--- src/rtl/xfer_seq_pkg.sv ---
package xfer_seq_pkg;
  typedef enum logic [1:0] {
    OP_START = 2'd0,
    OP_SEND  = 2'd1,
    OP_RECV  = 2'd2,
    OP_STOP  = 2'd3
  } busOp_e;

  localparam int B_EN  = 15;
  localparam int B_BE  = 14;
  localparam int B_MST = 10;
  localparam int B_TRX = 9;
  localparam int B_XA  = 8;
  localparam int B_RM  = 2;
  localparam int B_STP = 1;
  localparam int B_STT = 0;
  localparam logic [15:0] CTL_MASK = 16'hCF87;

  localparam int S_NACK = 1;
  localparam int S_ARDY = 2;
  localparam int S_RRDY = 3;
  localparam int S_XRDY = 4;

  // control -> datapath strobes
  typedef struct packed {
    logic       clrAll;
    logic       clrTx;
    logic       popTx;
    logic       pushRx;
    logic [7:0] rxByte;
  } dpCmd_t;

  // datapath -> control events
  typedef struct packed {
    logic wrFull;
    logic rdEmpty;
    logic bufEvent;
  } dpEv_t;
endpackage

--- src/rtl/xfer_seq_dpath.sv ---
module xfer_seq_dpath
  import xfer_seq_pkg::*;
#(
  parameter int DEPTH = 4,
  localparam int LW = $clog2(DEPTH + 1),
  localparam int FW = DEPTH * 8
) (
  input  logic          clk,
  input  logic          rstN,
  input  dpCmd_t        cmd,
  input  logic          bigEnd,
  input  logic          datWr,
  input  logic          datByte,
  input  logic [15:0]   datIn,
  input  logic          datRd,
  output logic [15:0]   datOut,
  output logic [7:0]    txByte,
  output logic [LW-1:0] txLen,
  output logic [LW-1:0] rxLen,
  output dpEv_t         ev
);
  logic [FW-1:0] bufQ;
  logic [LW-1:0] txQ, rxQ;
  logic          wrOk;
  logic [LW-1:0] txIdx;
  logic [7:0]    hiB, loB;

  assign wrOk  = datWr && (txQ <= LW'(DEPTH - 2));
  assign txIdx = (txQ == '0) ? '0 : txQ - 1'b1;
  assign txByte = bufQ[int'(txIdx)*8 +: 8];
  assign hiB = bigEnd ? datIn[15:8] : datIn[7:0];
  assign loB = bigEnd ? datIn[7:0]  : datIn[15:8];
  assign datOut = bigEnd ? {bufQ[7:0], bufQ[15:8]} : {bufQ[15:8], bufQ[7:0]};

  assign txLen = txQ;
  assign rxLen = rxQ;
  assign ev.bufEvent = datWr || datRd;
  assign ev.wrFull   = wrOk && ((datByte ? txQ + 1'b1 : txQ + 2'd2) > LW'(DEPTH - 2));
  assign ev.rdEmpty  = datRd && (rxQ != '0) && (rxQ <= LW'(2));

  always_ff @(posedge clk or negedge rstN) begin
    if (!rstN) begin
      bufQ <= '0;
      txQ  <= '0;
      rxQ  <= '0;
    end else if (cmd.clrAll) begin
      bufQ <= '0;
      txQ  <= '0;
      rxQ  <= '0;
    end else if (cmd.clrTx) begin
      txQ <= '0;
    end else if (cmd.popTx) begin
      txQ <= txIdx;
    end else if (cmd.pushRx) begin
      bufQ[int'(rxQ)*8 +: 8] <= cmd.rxByte;
      rxQ <= rxQ + 1'b1;
    end else if (wrOk) begin
      if (datByte) begin
        bufQ <= {bufQ[FW-9:0], datIn[7:0]};
        txQ  <= txQ + 1'b1;
      end else begin
        bufQ <= {bufQ[FW-17:0], hiB, loB};
        txQ  <= txQ + 2'd2;
      end
    end else if (datRd && rxQ != '0) begin
      bufQ <= bufQ >> 16;
      rxQ  <= (rxQ >= LW'(2)) ? rxQ - 2'd2 : '0;
    end
  end

  // lengths never exceed the buffer
  a_r10_len_bound: assert property (@(posedge clk) disable iff (!rstN)
    (txQ <= LW'(DEPTH)) && (rxQ <= LW'(DEPTH)));

  // a word write into a nearly full buffer is dropped
  a_r10_full_ignored: assert property (@(posedge clk) disable iff (!rstN)
    datWr && (txQ > LW'(DEPTH - 2)) && !cmd.clrAll && !cmd.clrTx && !cmd.popTx
    |=> txQ == $past(txQ));
endmodule

--- src/rtl/xfer_seq_ctrl.sv ---
module xfer_seq_ctrl
  import xfer_seq_pkg::*;
#(
  parameter int CNT_W = 16,
  parameter int ADDR_W = 10,
  parameter int DEPTH = 4,
  parameter bit LEGACY_RESET = 1'b1,
  localparam int LW = $clog2(DEPTH + 1)
) (
  input  logic              clk,
  input  logic              rstN,
  input  logic              ctlWr,
  input  logic [15:0]       ctlIn,
  output logic [15:0]       ctlOut,
  input  logic              cntWr,
  input  logic [CNT_W-1:0]  cntIn,
  output logic [CNT_W-1:0]  cntCur,
  input  logic [ADDR_W-1:0] tgtAddr,
  input  logic [4:0]        statClr,
  output logic [4:0]        status,
  output logic              busBusy,
  output logic              busReq,
  output logic [1:0]        busOp,
  output logic [ADDR_W-1:0] busAddr,
  output logic              busRead,
  input  logic              busDone,
  input  logic              busNack,
  input  logic [7:0]        busRdata,
  input  logic [LW-1:0]     txLen,
  input  logic [LW-1:0]     rxLen,
  input  dpEv_t             ev,
  output dpCmd_t            cmd
);
  typedef enum logic [2:0] {ST_IDLE, ST_ADDR, ST_RUN, ST_WAIT, ST_HOLD} state_e;

  state_e            stateQ, stateN;
  busOp_e            opQ, opN, issueOp;
  logic [15:0]       ctlQ, ctlN;
  logic [CNT_W-1:0]  cntPrgQ, cntPrgN, cntQ, cntN;
  logic [4:0]        statQ, statN;
  logic              busyQ, busyN, reqQ, reqN, readQ, readN;
  logic [ADDR_W-1:0] addrQ, addrN;
  logic              issue, finish, startReq;
  logic              cntZero, rxRoom;

  assign cntZero  = (cntQ == '0);
  assign rxRoom   = (rxLen < LW'(DEPTH));
  assign startReq = ctlIn[B_EN] && ctlIn[B_MST] && !ctlIn[B_XA] && ctlIn[B_STT];

  always_comb begin
    ctlN = ctlQ; cntPrgN = cntPrgQ; cntN = cntQ; statN = statQ & ~statClr;
    busyN = busyQ; stateN = stateQ; reqN = 1'b0; opN = opQ;
    readN = readQ; addrN = addrQ;
    issue = 1'b0; issueOp = OP_STOP; finish = 1'b0;
    cmd = '0;
    cmd.rxByte = busRdata;
    if (ev.wrFull)  statN[S_XRDY] = 1'b0;
    if (ev.rdEmpty) statN[S_RRDY] = 1'b0;

    unique case (stateQ)
      ST_ADDR: if (busDone) begin
        if (busNack) begin
          statN[S_NACK] = 1'b1;
          ctlN[B_STP] = 1'b0;
          stateN = ST_IDLE;
        end else begin
          busyN = 1'b1;
          cntN = cntPrgQ;
          stateN = ST_RUN;
        end
      end
      ST_RUN: begin
        if (!busyQ) begin
          stateN = ST_IDLE;
        end else if (ctlQ[B_RM]) begin
          if (ctlQ[B_STP]) begin
            issue = 1'b1; issueOp = OP_STOP;
          end else if (ctlQ[B_TRX]) begin
            if (txLen != '0) begin
              issue = 1'b1; issueOp = OP_SEND;
            end else begin
              statN[S_XRDY] = 1'b1; stateN = ST_HOLD;
            end
          end else if (rxRoom) begin
            issue = 1'b1; issueOp = OP_RECV;
          end else begin
            statN[S_RRDY] = 1'b1; stateN = ST_HOLD;
          end
        end else if (ctlQ[B_TRX]) begin
          if (!cntZero && txLen != '0) begin
            issue = 1'b1; issueOp = OP_SEND;
          end else begin
            statN[S_XRDY] = !cntZero;
            if (cntZero) finish = 1'b1;
            else stateN = ST_HOLD;
          end
        end else begin
          if (!cntZero && rxRoom) begin
            issue = 1'b1; issueOp = OP_RECV;
          end else begin
            statN[S_RRDY] = (rxLen != '0);
            if (cntZero) finish = 1'b1;
            else stateN = ST_HOLD;
          end
        end
      end
      ST_WAIT: if (busDone) begin
        unique case (opQ)
          OP_SEND: begin
            cmd.popTx = 1'b1;
            if (busNack) begin
              statN[S_NACK] = 1'b1;
              ctlN[B_STP] = 1'b0;
              stateN = ST_HOLD;
            end else begin
              if (!ctlQ[B_RM]) cntN = cntQ - 1'b1;
              stateN = ST_RUN;
            end
          end
          OP_RECV: begin
            cmd.pushRx = 1'b1;
            if (!ctlQ[B_RM]) cntN = cntQ - 1'b1;
            stateN = ST_RUN;
          end
          default: begin
            cmd.clrTx = 1'b1;
            busyN = 1'b0;
            ctlN[B_STP] = 1'b0;
            cntN = cntPrgQ;
            stateN = ST_IDLE;
          end
        endcase
      end
      ST_HOLD: if (ev.bufEvent) stateN = ST_RUN;
      default: ;
    endcase

    if (finish) begin
      if (ctlQ[B_STP]) begin
        issue = 1'b1; issueOp = OP_STOP;
      end else begin
        statN[S_ARDY] = 1'b1;
        ctlN[B_MST] = 1'b0;
        stateN = ST_HOLD;
      end
    end
    if (issue) begin
      reqN = 1'b1; opN = issueOp; stateN = ST_WAIT;
    end
    if (cntWr) cntPrgN = cntIn;

    if (ctlWr) begin
      ctlN = ctlIn & CTL_MASK;
      if (!ctlIn[B_EN]) begin
        if (LEGACY_RESET) begin
          ctlN = '0; cntPrgN = '0; cntN = '0; statN = '0;
          busyN = 1'b0; stateN = ST_IDLE; reqN = 1'b0;
          cmd = '0; cmd.clrAll = 1'b1;
        end
      end else if (startReq) begin
        ctlN[B_STT] = 1'b0;
        reqN = 1'b1; opN = OP_START;
        addrN = tgtAddr; readN = !ctlIn[B_TRX];
        stateN = ST_ADDR;
        cmd.clrAll = 1'b1;
      end else if (stateQ == ST_HOLD) begin
        stateN = ST_RUN;
      end
    end
  end

  always_ff @(posedge clk or negedge rstN) begin
    if (!rstN) begin
      stateQ <= ST_IDLE; opQ <= OP_START; ctlQ <= '0; cntPrgQ <= '0; cntQ <= '0;
      statQ <= '0; busyQ <= 1'b0; reqQ <= 1'b0; readQ <= 1'b0; addrQ <= '0;
    end else begin
      stateQ <= stateN; opQ <= opN; ctlQ <= ctlN; cntPrgQ <= cntPrgN; cntQ <= cntN;
      statQ <= {statN[4:1], 1'b0}; busyQ <= busyN; reqQ <= reqN;
      readQ <= readN; addrQ <= addrN;
    end
  end

  assign ctlOut  = ctlQ;
  assign cntCur  = cntQ;
  assign status  = statQ;
  assign busBusy = busyQ;
  assign busReq  = reqQ;
  assign busOp   = opQ;
  assign busAddr = addrQ;
  assign busRead = readQ;

  // a valid start write yields a start request and clears the start bit
  a_r1_start_issued: assert property (@(posedge clk) disable iff (!rstN)
    ctlWr && startReq |=> busReq && (busOp == OP_START) && !ctlOut[B_STT]);

  // slave mode or 10-bit mode produce no request
  a_r8_refused: assert property (@(posedge clk) disable iff (!rstN)
    ctlWr && ctlIn[B_EN] && ctlIn[B_STT] && (!ctlIn[B_MST] || ctlIn[B_XA])
    |=> !busReq);

  // refused address phase leaves the bus free and flags NACK
  a_r2_addr_nack: assert property (@(posedge clk) disable iff (!rstN)
    (stateQ == ST_ADDR) && busDone && busNack && !ctlWr
    |=> !busBusy && status[S_NACK]);

  // each acknowledged counted byte lowers the running count by one
  a_r3_count_step: assert property (@(posedge clk) disable iff (!rstN)
    (stateQ == ST_WAIT) && busDone && (opQ == OP_SEND) && !busNack && !ctlQ[B_RM] && !ctlWr
    |=> cntCur == $past(cntCur) - 1'b1);

  // a refused byte flags NACK and cancels the stop
  a_r6_byte_nack: assert property (@(posedge clk) disable iff (!rstN)
    (stateQ == ST_WAIT) && busDone && (opQ == OP_SEND) && busNack && !ctlWr
    |=> status[S_NACK] && !ctlOut[B_STP] && !busReq);

  // a finished stop frees the bus and reloads the count
  a_r4_stop_reload: assert property (@(posedge clk) disable iff (!rstN)
    (stateQ == ST_WAIT) && busDone && (opQ == OP_STOP) && !ctlWr && !cntWr
    |=> !busBusy && (cntCur == cntPrgQ));

  // repeat mode leaves the running count untouched
  a_r5_repeat_count: assert property (@(posedge clk) disable iff (!rstN)
    busyQ && ctlQ[B_RM] && !ctlWr && !((stateQ == ST_WAIT) && (opQ == OP_STOP))
    |=> $stable(cntCur));
endmodule

--- src/rtl/xfer_seq_top.sv ---
module xfer_seq_top
  import xfer_seq_pkg::*;
#(
  parameter int CNT_W = 16,
  parameter int ADDR_W = 10,
  parameter int DEPTH = 4,
  parameter bit LEGACY_RESET = 1'b1,
  localparam int LW = $clog2(DEPTH + 1)
) (
  input  logic              clk,
  input  logic              rstN,
  input  logic              ctlWr,
  input  logic [15:0]       ctlIn,
  output logic [15:0]       ctlOut,
  input  logic              cntWr,
  input  logic [CNT_W-1:0]  cntIn,
  output logic [CNT_W-1:0]  cntCur,
  input  logic [ADDR_W-1:0] tgtAddr,
  input  logic              datWr,
  input  logic              datByte,
  input  logic [15:0]       datIn,
  input  logic              datRd,
  output logic [15:0]       datOut,
  input  logic [4:0]        statClr,
  output logic [4:0]        status,
  output logic              busBusy,
  output logic              busReq,
  output logic [1:0]        busOp,
  output logic [ADDR_W-1:0] busAddr,
  output logic              busRead,
  output logic [7:0]        busWdata,
  input  logic              busDone,
  input  logic              busNack,
  input  logic [7:0]        busRdata
);
  dpCmd_t        cmd;
  dpEv_t         ev;
  logic [LW-1:0] txLen, rxLen;

  xfer_seq_ctrl #(
    .CNT_W(CNT_W), .ADDR_W(ADDR_W), .DEPTH(DEPTH), .LEGACY_RESET(LEGACY_RESET)
  ) u_ctrl (
    .clk(clk), .rstN(rstN), .ctlWr(ctlWr), .ctlIn(ctlIn), .ctlOut(ctlOut),
    .cntWr(cntWr), .cntIn(cntIn), .cntCur(cntCur), .tgtAddr(tgtAddr),
    .statClr(statClr), .status(status), .busBusy(busBusy), .busReq(busReq),
    .busOp(busOp), .busAddr(busAddr), .busRead(busRead), .busDone(busDone),
    .busNack(busNack), .busRdata(busRdata), .txLen(txLen), .rxLen(rxLen),
    .ev(ev), .cmd(cmd)
  );

  xfer_seq_dpath #(.DEPTH(DEPTH)) u_dpath (
    .clk(clk), .rstN(rstN), .cmd(cmd), .bigEnd(ctlOut[B_BE]),
    .datWr(datWr), .datByte(datByte), .datIn(datIn), .datRd(datRd),
    .datOut(datOut), .txByte(busWdata), .txLen(txLen), .rxLen(rxLen), .ev(ev)
  );
endmodule

--- config.mk ---
export PLATFORM = sky130hd
export DESIGN_NAME = xfer_seq_top
export DESIGN_NICKNAME = d
export VERILOG_FILES = /design/src/rtl/xfer_seq_pkg.sv /design/src/rtl/xfer_seq_dpath.sv /design/src/rtl/xfer_seq_ctrl.sv /design/src/rtl/xfer_seq_top.sv
export SDC_FILE = /design/constraint.sdc
export NUM_CORES = 1
export LEC_CHECK = 0
export BUFFER_PORTS_ARGS = -buffer_cell sky130_fd_sc_hd__buf_4
export CAP_MARGIN = 0
export CORE_MARGIN = 8
export CORE_UTILIZATION = 25
export CTS_CLUSTER_DIAMETER = 60
export CTS_CLUSTER_SIZE = 25
export DETAILED_ROUTE_END_ITERATION = 12
export SLEW_MARGIN = 25
export SYNTH_ARGS = -nofsm -noshare
export SYNTH_HDL_FRONTEND = slang
export SYNTH_SLANG_ARGS = --single-unit
--- constraint.sdc ---
create_clock -name clk -period 7.03 [get_ports clk]
set_clock_uncertainty 0.05 [all_clocks]
set_input_delay 1.406 -clock clk [delete_from_list [all_inputs] [get_ports clk]]
set_output_delay 1.406 -clock clk [all_outputs]
set_load 0.01 [all_outputs]
==> metrics.csv, run 1 <==
metric,value,unit
ir_drop,0.1813,mV
start_util,0.2546,
yosysTopAreaCell,dfrtp_1,
clk_pin_slew,0.08,ns
r2r_start,u_dpath.txLen[0],
postRouteAntennaNets,0,
fmax,195.3,MHz
synth.top_cell.area_share,0.3484,
final_nets,1061,
maxSlewViolCount,0,
dieWidth,187.2,um
finalPower,0.002842,W
cts_tree,yes,
synthCells,874,
worst-setup-path-type,reg -> out,
finalSetupViolCount,0,
post_cts_resize_count,0,
synth_area_leaders,"dfrtp_1, mux2i_1, nand2_1",
grt_pass1_vias,6992,
dieArea,0.03504,mm2
portBuffers,141,
vias,7187,
synthDistinctLibCells,72,
slew_headroom,0.3464,
track_usage,0.1444,
insertion_delay,0.36,ns
htreeDepth,3,
async_flop_share,1.000,
drt-met1-wl,11410,um
p_leak,3.874,nW
drive_gt1_frac,0.2222,
endpoint_kind,output pin,
rr_worst_depth,8,
drv_cap,0,
cts-root-buf,clkbuf_16,
wl_met2,12170,um
area_growth,21.98,%
worstHoldPathType,reg -> reg,
worstMarginPinSlew,0.9774,ns
post_cts.repair.setup_buffers,0,
worstPathRequired,5.57,ns
antenna_cells,0,
crit_path_cell_trace,inv_1 > ha_1 > nor2b_2 > nor2_1 > nand2_1 > a311oi_1 > buf_4,
dpl_cell_area,0.008635,mm2
reg2reg_to,u_dpath.bufQ[18],
crit_family,simple AND/OR/NAND/NOR gates,
ys_seq_elements,102,
startpoint_type,flip-flop,
r2r_setup_slack,3.50,ns
ys.flop_type,dfrtp_1,
grt_setup_unrepaired,false,
viasPerCell,5.300,
ioPinCount,156,
highest_layer,met4,
powerDensity,318.0,mW/mm2
core.rowCount,62,
whs_path_depth,2,
grt_pass1_wl,41090,um
crit_buf_inv,2,
drc,0,
hp-start,u_ctrl.busRead,
fin_ws,1.910,ns
min_to,u_ctrl.busRead,
cts_buffer_depth,2,
tns,0,ns
wl,26290,um
core,0.02878,mm2
die_y,187.2,um
initialDrtViolationCount,649,
synth_common_cells,"nand2_1, dfrtp_1, o21ai_0",
grt_overflow,0,
met3RoutedLength,2117,um
avgSynthCellArea,8.383,um2
cts_hold_buf,0,
status,"finished, final reports clean",
clock-sinks,102,
crit_fanout,21,
hold_viol,0,
final_cell_area,0.008937,mm2
synth_edf_count,0,
finalCriticalPeriod,5.120,ns
place_congestion,0.9146,
first_pass_iters,5,
synthMostInstantiatedCell,nand2_1,
fin_crit_sh,0.7283,
dp_hpwl,18750,um
arrival,3.66,ns
yosys_warnings,0,
cts_buffers,9,
crit_path_top_delay_cell,dfrtp_1,
place_ws,2.338,ns
grt_antenna_before_repair,0,
yosysSeqAreaShare,0.3484,
syn-cell-area,0.007327,mm2
wire_per_inst,19.39,um
slowest_delay,0.81,ns
grt_max_degree,72,
cell families after synthesis:
| kind of cell | share of synthesized area |
|---|---|
| compound gates | 0.2427 |
| buf+inv | 0.05874 |
| mux | 0.1308 |
| other cells | 0.0005118 |
| xor+xnor | 0.005977 |
| simple gates | 0.1907 |
| fa+ha+maj | 0.02220 |
| flops | 0.3484 |
layout by cell type (no fill, tap or decap), drive strengths merged, types with 19 or more instances in the layout:
cell,synthesis,layout
inv,25,26
o211ai,19,19
mux2i,53,53
nand3,19,19
dfrtp,102,102
nor2,66,66
o21ai,96,96
buf,27,151
o22ai,20,20
a21oi,46,46
mux2,38,38
nand2,115,115
area by class of cell:
cell class                      instances  area (um2)
Inverter                               25       93.84
Clock inverter                          5       57.56
Clock buffer                           10       239.0
Sequential cell                       102        2552
Fill cell                            3045       19840
Tap cell                              384       480.5
Timing Repair Buffer                  151        1137
Multi-Input combinational cell        679        4377
sequential cells by signal, summed over array words and instances, names as in the netlist, 2 cells and up:
| register | cells |
|---|---|
| u_ctrl.stateQ | 3 |
| u_dpath.bufQ | 32 |
| u_dpath.txLen | 3 |
| u_ctrl.status | 4 |
| u_ctrl.cntCur | 16 |
| u_ctrl.busAddr | 10 |
| u_ctrl.cntPrgQ | 16 |
| u_ctrl.busOp | 2 |
| u_ctrl.ctlOut | 10 |
| u_dpath.rxLen | 3 |
per-stage QoR:
step / std cells / hold slack, ns / utilization
2_1_floorplan: 880 / 0.4131 / -
3_3_place_gp: 1341 / 0.4167 / 0.2998
3_5_place_dp: 1341 / 0.4265 / 0.3000
4_1_cts: 1356 / 0.4433 / 0.3103
5_1_grt: 1356 / 0.4701 / 0.3105
6_report: 1356 / 0.4344 / 0.3105
worst min-delay path, delay by kind of cell (launching register included):
family,cells,cell delay [ns]
AO/OA/AOI/OAI,1,0.06
flip-flops,1,0.35
AND/OR/NAND/NOR,1,0.05
metal layers:
| layer | vias up | track usage |
|---|---|---|
| met5 | - | 0 |
| met4 | 0 | 0.04459 |
| met3 | 38 | 0.03822 |
| met2 | 292 | 0.2305 |
| met1 | 3482 | 0.1876 |
| li1 | 3375 | - |
worst max-delay path by stage:
stage,slack (ns),start,endpoint,depth (start not counted)
finish,1.91,u_dpath.txLen[0],busWdata[7],7
global route,1.84,u_dpath.txLen[0],busWdata[7],7
CTS,1.94,u_dpath.txLen[0],busWdata[7],7
detailed placement,2.34,u_dpath.txLen[0],busWdata[7],7
global placement,2.45,u_dpath.txLen[0],busWdata[7],8
floorplan,3.40,u_dpath.txLen[0],busWdata[6],7
power by group:
part           total [W]  leakage (nW)  internal, W  switching, W
Sequential      0.000925          1.34     0.000703      0.000221
Combinational    0.00139          2.38     0.000589      0.000797
Clock           0.000531         0.149     0.000285      0.000245
Power figures use the tool's default switching activity.
==> run 2: changes to the inputs <==
==> constraint.sdc (replaced) <==
create_clock -name clk -period 4.3 [get_ports clk]
set_clock_uncertainty 0.05 [all_clocks]
set_input_delay 0.86 -clock clk [delete_from_list [all_inputs] [get_ports clk]]
set_output_delay 0.86 -clock clk [all_outputs]
set_load 0.01 [all_outputs]
==> metrics.csv, run 2 (synthesis gave the netlist of run 1 again) <==
metric,value,unit,change
wl,26150,um,was 26290 um
final_nets,1069,,was 1061
start_util,0.2546,,unchanged
clk_pin_slew,0.07,ns,was 0.08 ns
arrival,2.67,ns,was 3.66 ns
endpoint_kind,output pin,,unchanged
antenna_cells,0,,unchanged
startpoint_type,flip-flop,,unchanged
highest_layer,met4,,unchanged
first_pass_iters,7,,was 5
fin_crit_sh,0.8333,,
crit_fanout,8,,was 21
cts_buffers,9,,unchanged
htreeDepth,3,,unchanged
die_y,187.2,um,unchanged
ioPinCount,156,,unchanged
grt_pass1_vias,7061,,was 6992
drive_gt1_frac,0.2263,,was 0.2222
worstMarginPinSlew,1.019,ns,was 0.9774 ns
wire_per_inst,19.15,um,was 19.39 um
drv_cap,0,,unchanged
final_common_cell,buf_4,,unchanged
powerDensity,515.4,mW/mm2,was 318.0 mW/mm2
dieWidth,187.2,um,unchanged
largest-register,u_dpath.bufQ,,unchanged
fmax,279.1,MHz,
ir_drop,0.2290,mV,was 0.1813 mV
most-common-layout-cells,"buf_4, nand2_1, dfrtp_1",,unchanged
slowest_delay,0.53,ns,was 0.81 ns
grt_overflow,0,,unchanged
place_congestion,0.9297,,was 0.9146
drt-met1-wl,11470,um,was 11410 um
internal_power,0.002564,W,was 0.001578 W
grt_max_degree,103,,was 72
insertion_delay,0.36,ns,about the same
area_growth,22.54,%,was 21.98%
layout.cells.non_filler,1365,,was 1356
wl_met2,12110,um,was 12170 um
cts_hold_buf,0,,unchanged
viasPerCell,5.336,,was 5.300
post_cts_resize_count,0,,unchanged
p_leak,3.898,nW,was 3.874 nW
crit_path_top_delay_cell,nor2b_1,,was dfrtp_1
largest_reg_flops,32,,unchanged
vias,7283,,was 7187
cts_buffer_depth,2,,unchanged
status,"finished, final reports clean",,unchanged
core,0.02878,mm2,unchanged
met3RoutedLength,1979,um,was 2117 um
slew_headroom,0.3206,,was 0.3464
swShare,0.4459,,was 0.4448
clock-sinks,102,,unchanged
initialDrtViolationCount,689,,was 649
post_cts.repair.setup_buffers,0,,unchanged
drc,0,,unchanged
hold_viol,0,,unchanged
core.rowCount,62,,unchanged
postRouteAntennaNets,0,,unchanged
worstPathRequired,3.39,ns,was 5.57 ns
p_clk_frac,0.175,,was 0.187
grt_antenna_before_repair,0,,unchanged
combinationalPowerShare,0.505,,was 0.488
crit_path_cell_trace,inv_1 > ha_1 > nor2b_1 > buf_4 > o21ai_0 > a311oi_1 > buf_4,,was inv_1 > ha_1 > nor2b_2 > nor2_1 > nand2_1 > a311oi_1 > buf_4
portBuffers,141,,unchanged
cts-root-buf,clkbuf_16,,unchanged
seq_power_share,0.320,,was 0.325
track_usage,0.1454,,was 0.1444
grt_pass1_wl,41510,um,was 41090 um
finalCriticalPeriod,3.583,ns,
cts_tree,yes,,unchanged
placed_cells,1349,,was 1341
tns,0,ns,unchanged
finalSetupViolCount,0,,unchanged
worstHoldPathType,reg -> reg,,unchanged
maxSlewViolCount,0,,unchanged
dieArea,0.03504,mm2,unchanged
worst-setup-path-type,reg -> out,,unchanged
grt_setup_unrepaired,false,,unchanged
power_switching,0.002063,W,was 0.001264 W
timing.critical_path.mode_cell,buf_4,,
dp_hpwl,18960,um,was 18750 um
## run 2: cell types whose count changed in the layout (fill, tap and decap cells not counted), sizes merged
cell	before	now
buf	151	159
bufinv	1	0
clkbuf	10	11
clkinv	3	2
clkinvlp	0	2
## run 2: power groups by stage
stage	logic (W)	clock network (W)	registers, W
global placement	0.00229	0	0.00149
finish	0.00234	0.000810	0.00148
detailed placement	0.00232	0	0.00149
floorplan	0.00149	0	0.00139
global route	0.00257	0.000871	0.00151
CTS	0.00233	0.000837	0.00147
## run 2: layout make-up
class / instances / area [um2]
fillers: 3025 / 19800
multi-input cells: 679 / 4369
flip-flops and latches: 102 / 2552
repair buffers: 159 / 1206
well taps: 384 / 480.5
clock buffers: 11 / 242.7
inverters: 25 / 93.84
clock inverters: 5 / 33.78
## run 2: worst paths after layout
check,start,endpoint,slack (ns),cells past startpoint
setup / recovery,u_dpath.txLen[1],busWdata[5],0.72,7
hold / removal,u_ctrl.busRead,u_ctrl.busRead,0.45,2
setup reg to reg,u_ctrl.stateQ[1],u_dpath.bufQ[25],1.32,6
hold reg to reg,u_ctrl.busRead,u_ctrl.busRead,0.45,2
max in group asynchronous,rstN,u_ctrl.status[3],3.24,2
min in group asynchronous,rstN,u_dpath.bufQ[20],0.50,2
## run 2: layer usage
layer  up-vias  GRT usage
li1       3403          -
met1      3518     0.1956
met2       323     0.2326
met3        39    0.02852
met4         0    0.04184
met5         -          0
## run 2: through the flow
| step | area (um2) | power, W | setup slack [ns] | hold slack (ns) | utilization |
|---|---|---|---|---|---|
| global route | 8979 | 0.004956 | 0.5528 | 0.4862 | 0.3120 |
| floorplan | 7350 | 0.002872 | 1.217 | 0.4131 | - |
| global placement | 8702 | 0.003778 | 1.145 | 0.4175 | 0.3024 |
| CTS | 8979 | 0.004643 | 0.6931 | 0.4488 | 0.3120 |
| detailed placement | 8702 | 0.003813 | 1.097 | 0.4323 | 0.3024 |
| finish | 8979 | 0.004628 | 0.7168 | 0.4452 | 0.3120 |
## run 2: critical path: cells and delay by family (launching register included)
family	cells	cell delay, ns
buffers and inverters	3	0.60
AND/OR/NAND/NOR	1	0.53
AO/OA/AOI/OAI	2	0.50
flip-flops	1	0.44
adder cells (fa/ha/maj)	1	0.24
==> run 3: changes to the inputs <==
==> constraint.sdc (replaced) <==
create_clock -name clk -period 3 [get_ports clk]
set_clock_uncertainty 0.05 [all_clocks]
set_input_delay 0.6 -clock clk [delete_from_list [all_inputs] [get_ports clk]]
set_output_delay 0.6 -clock clk [all_outputs]
set_load 0.01 [all_outputs]
==> metrics.csv, run 3 (synthesis gave the netlist of run 1 again) <==
metric,value,unit,change
placed_cells,1370,,was 1349
place_congestion,0.9349,,was 0.9297
startpoint_type,flip-flop,,unchanged
status,"finished, final reports clean",,unchanged
drive_gt1_frac,0.2579,,was 0.2263
final_nets,1096,,was 1069
grt_max_degree,63,,was 103
dieArea,0.03504,mm2,unchanged
ioPinCount,156,,unchanged
clock-sinks,102,,unchanged
area_growth,26.43,%,was 22.54%
arrival,2.23,ns,was 2.67 ns
worstPathRequired,2.35,ns,was 3.39 ns
dp_hpwl,20010,um,was 18960 um
n_fill_cell,3058,,was 3025
maxSlewViolCount,0,,unchanged
core,0.02878,mm2,unchanged
viasPerCell,5.256,,was 5.336
crit_path_cell_trace,inv_1 > ha_2 > nor2b_1 > buf_4 > nor2_1 > nor2_1 > a211oi_1 > a311oi_2 > buf_4,,was inv_1 > ha_1 > nor2b_1 > buf_4 > o21ai_0 > a311oi_1 > buf_4
die_y,187.2,um,unchanged
drv_cap,0,,unchanged
cts_tree,yes,,unchanged
initialDrtViolationCount,703,,was 689
grt_antenna_before_repair,0,,unchanged
wl,26870,um,was 26150 um
portBuffers,141,,unchanged
grt_setup_unrepaired,false,,unchanged
tns,0,ns,unchanged
slew_headroom,0.4252,,was 0.3206
htreeDepth,3,,unchanged
worstMarginPinSlew,0.8531,ns,was 1.019 ns
worst-setup-path-type,reg -> out,,unchanged
ir_drop,0.3011,mV,was 0.2290 mV
worstHoldPathType,in -> async,,was reg -> reg
layout.cells.non_filler,1392,,was 1365
postRouteAntennaNets,0,,unchanged
finalSetupViolCount,0,,unchanged
cts_buffer_depth,2,,unchanged
clk_pin_slew,0.07,ns,about the same
insertion_delay,0.36,ns,about the same
r2r_start,u_dpath.rxLen[0],,was u_ctrl.stateQ[1]
place_ws,0.2178,ns,was 1.097 ns
cts-root-buf,clkbuf_16,,unchanged
finalCriticalPeriod,2.876,ns,
fin_ws,0.1238,ns,was 0.7168 ns
hold_viol,0,,unchanged
crit_path_top_delay_cell,dfrtp_2,,was nor2b_1
largest_reg_flops,32,,unchanged
fin_crit_sh,0.9587,,
largest-register,u_dpath.bufQ,,unchanged
cts_hold_buf,0,,unchanged
start_util,0.2546,,unchanged
grt_overflow,0,,unchanged
first_pass_iters,5,,was 7
final_common_cell,buf_4,,unchanged
drc,0,,unchanged
cts_buffers,9,,unchanged
dieWidth,187.2,um,unchanged
p_leak,4.054,nW,was 3.898 nW
vias,7317,,was 7283
most-common-layout-cells,"buf_4, nand2_1, dfrtp_1",,unchanged
antenna_cells,0,,unchanged
crit_start,u_dpath.txLen[1],,unchanged
powerDensity,748.8,mW/mm2,was 515.4 mW/mm2
endpoint_kind,output pin,,unchanged
utilization,0.3219,,was 0.3120
grt_pass1_vias,7143,,was 7061
wire_per_inst,19.30,um,was 19.15 um
crit_fanout,14,,was 8
fmax,347.7,MHz,
track_usage,0.1477,,was 0.1454
slowest_delay,0.44,ns,was 0.53 ns
core.rowCount,62,,unchanged
grt_pass1_wl,42080,um,was 41510 um
## run 3: cell count changes in the layout (fill, tap and decap cells not counted), sizes merged
cell,delta
clkinvlp,-2
bufinv,+1
buf,+27
clkinv,+1
## run 3: timing repair
action	CTS	global route
pin swaps	1	2
resized for setup	3	9
setup buffers	1	5
setup endpoints to repair	6	8
## run 3: metrics by stage
stage / power (W) / hold WS, ns / area [um2]
floorplan: 0.004116 / 0.2544 / 7350
global placement: 0.005481 / 0.4165 / 8860
detailed placement: 0.005531 / 0.4313 / 8860
CTS: 0.006842 / 0.2104 / 9184
global route: 0.007421 / 0.2257 / 9264
finish: 0.006937 / 0.1926 / 9264
## run 3: worst max-delay path, delay by kind of cell, from the launching register on
family / cells / cell delay, ns
adders and majority gates: 1 / 0.23
buffers and inverters: 3 / 0.52
DFF: 1 / 0.44
AOI/OAI and AO/OA: 2 / 0.39
and+or+nand+nor: 3 / 0.30
## run 3: layer usage
metal / global-route usage / part of all wire / vias to the layer above
met5: 0 / 0 / -
met1: 0.1997 / 0.45 / 3517
met2: 0.2348 / 0.46 / 307
met4: 0.04704 / 0.024 / 0
li1: - / - / 3449
met3: 0.02647 / 0.065 / 44
## run 3: where the power goes
part           total [W]  internal, W  switching (W)
sequential       0.00212      0.00165       0.000465
clock            0.00124     0.000674       0.000570
combinational    0.00358      0.00159        0.00199
total            0.00694      0.00391        0.00302
## run 3: worst paths after layout
path / slack (ns) / depth (start not counted) / endpoint
min: 0.19 / 1 / u_dpath.bufQ[17]
min in group clk: 0.40 / 3 / u_ctrl.ctlOut[7]
max reg2reg: 0.31 / 7 / u_dpath.bufQ[19]
max: 0.12 / 9 / busWdata[7]
max in group asynchronous: 1.94 / 2 / u_dpath.txLen[1]
min reg2reg: 0.44 / 2 / u_ctrl.busRead
## run 3: layout make-up
type	count	area (um2)	area share
Clock buffer	11	242.7	0.02620
Clock inverter	5	57.56	0.006213
Inverter	25	93.84	0.01013
Multi-Input combinational cell	679	4423	0.4774
Sequential cell	102	2554	0.2757
Tap cell	384	480.5	0.05186
Timing Repair Buffer	186	1413	0.1525
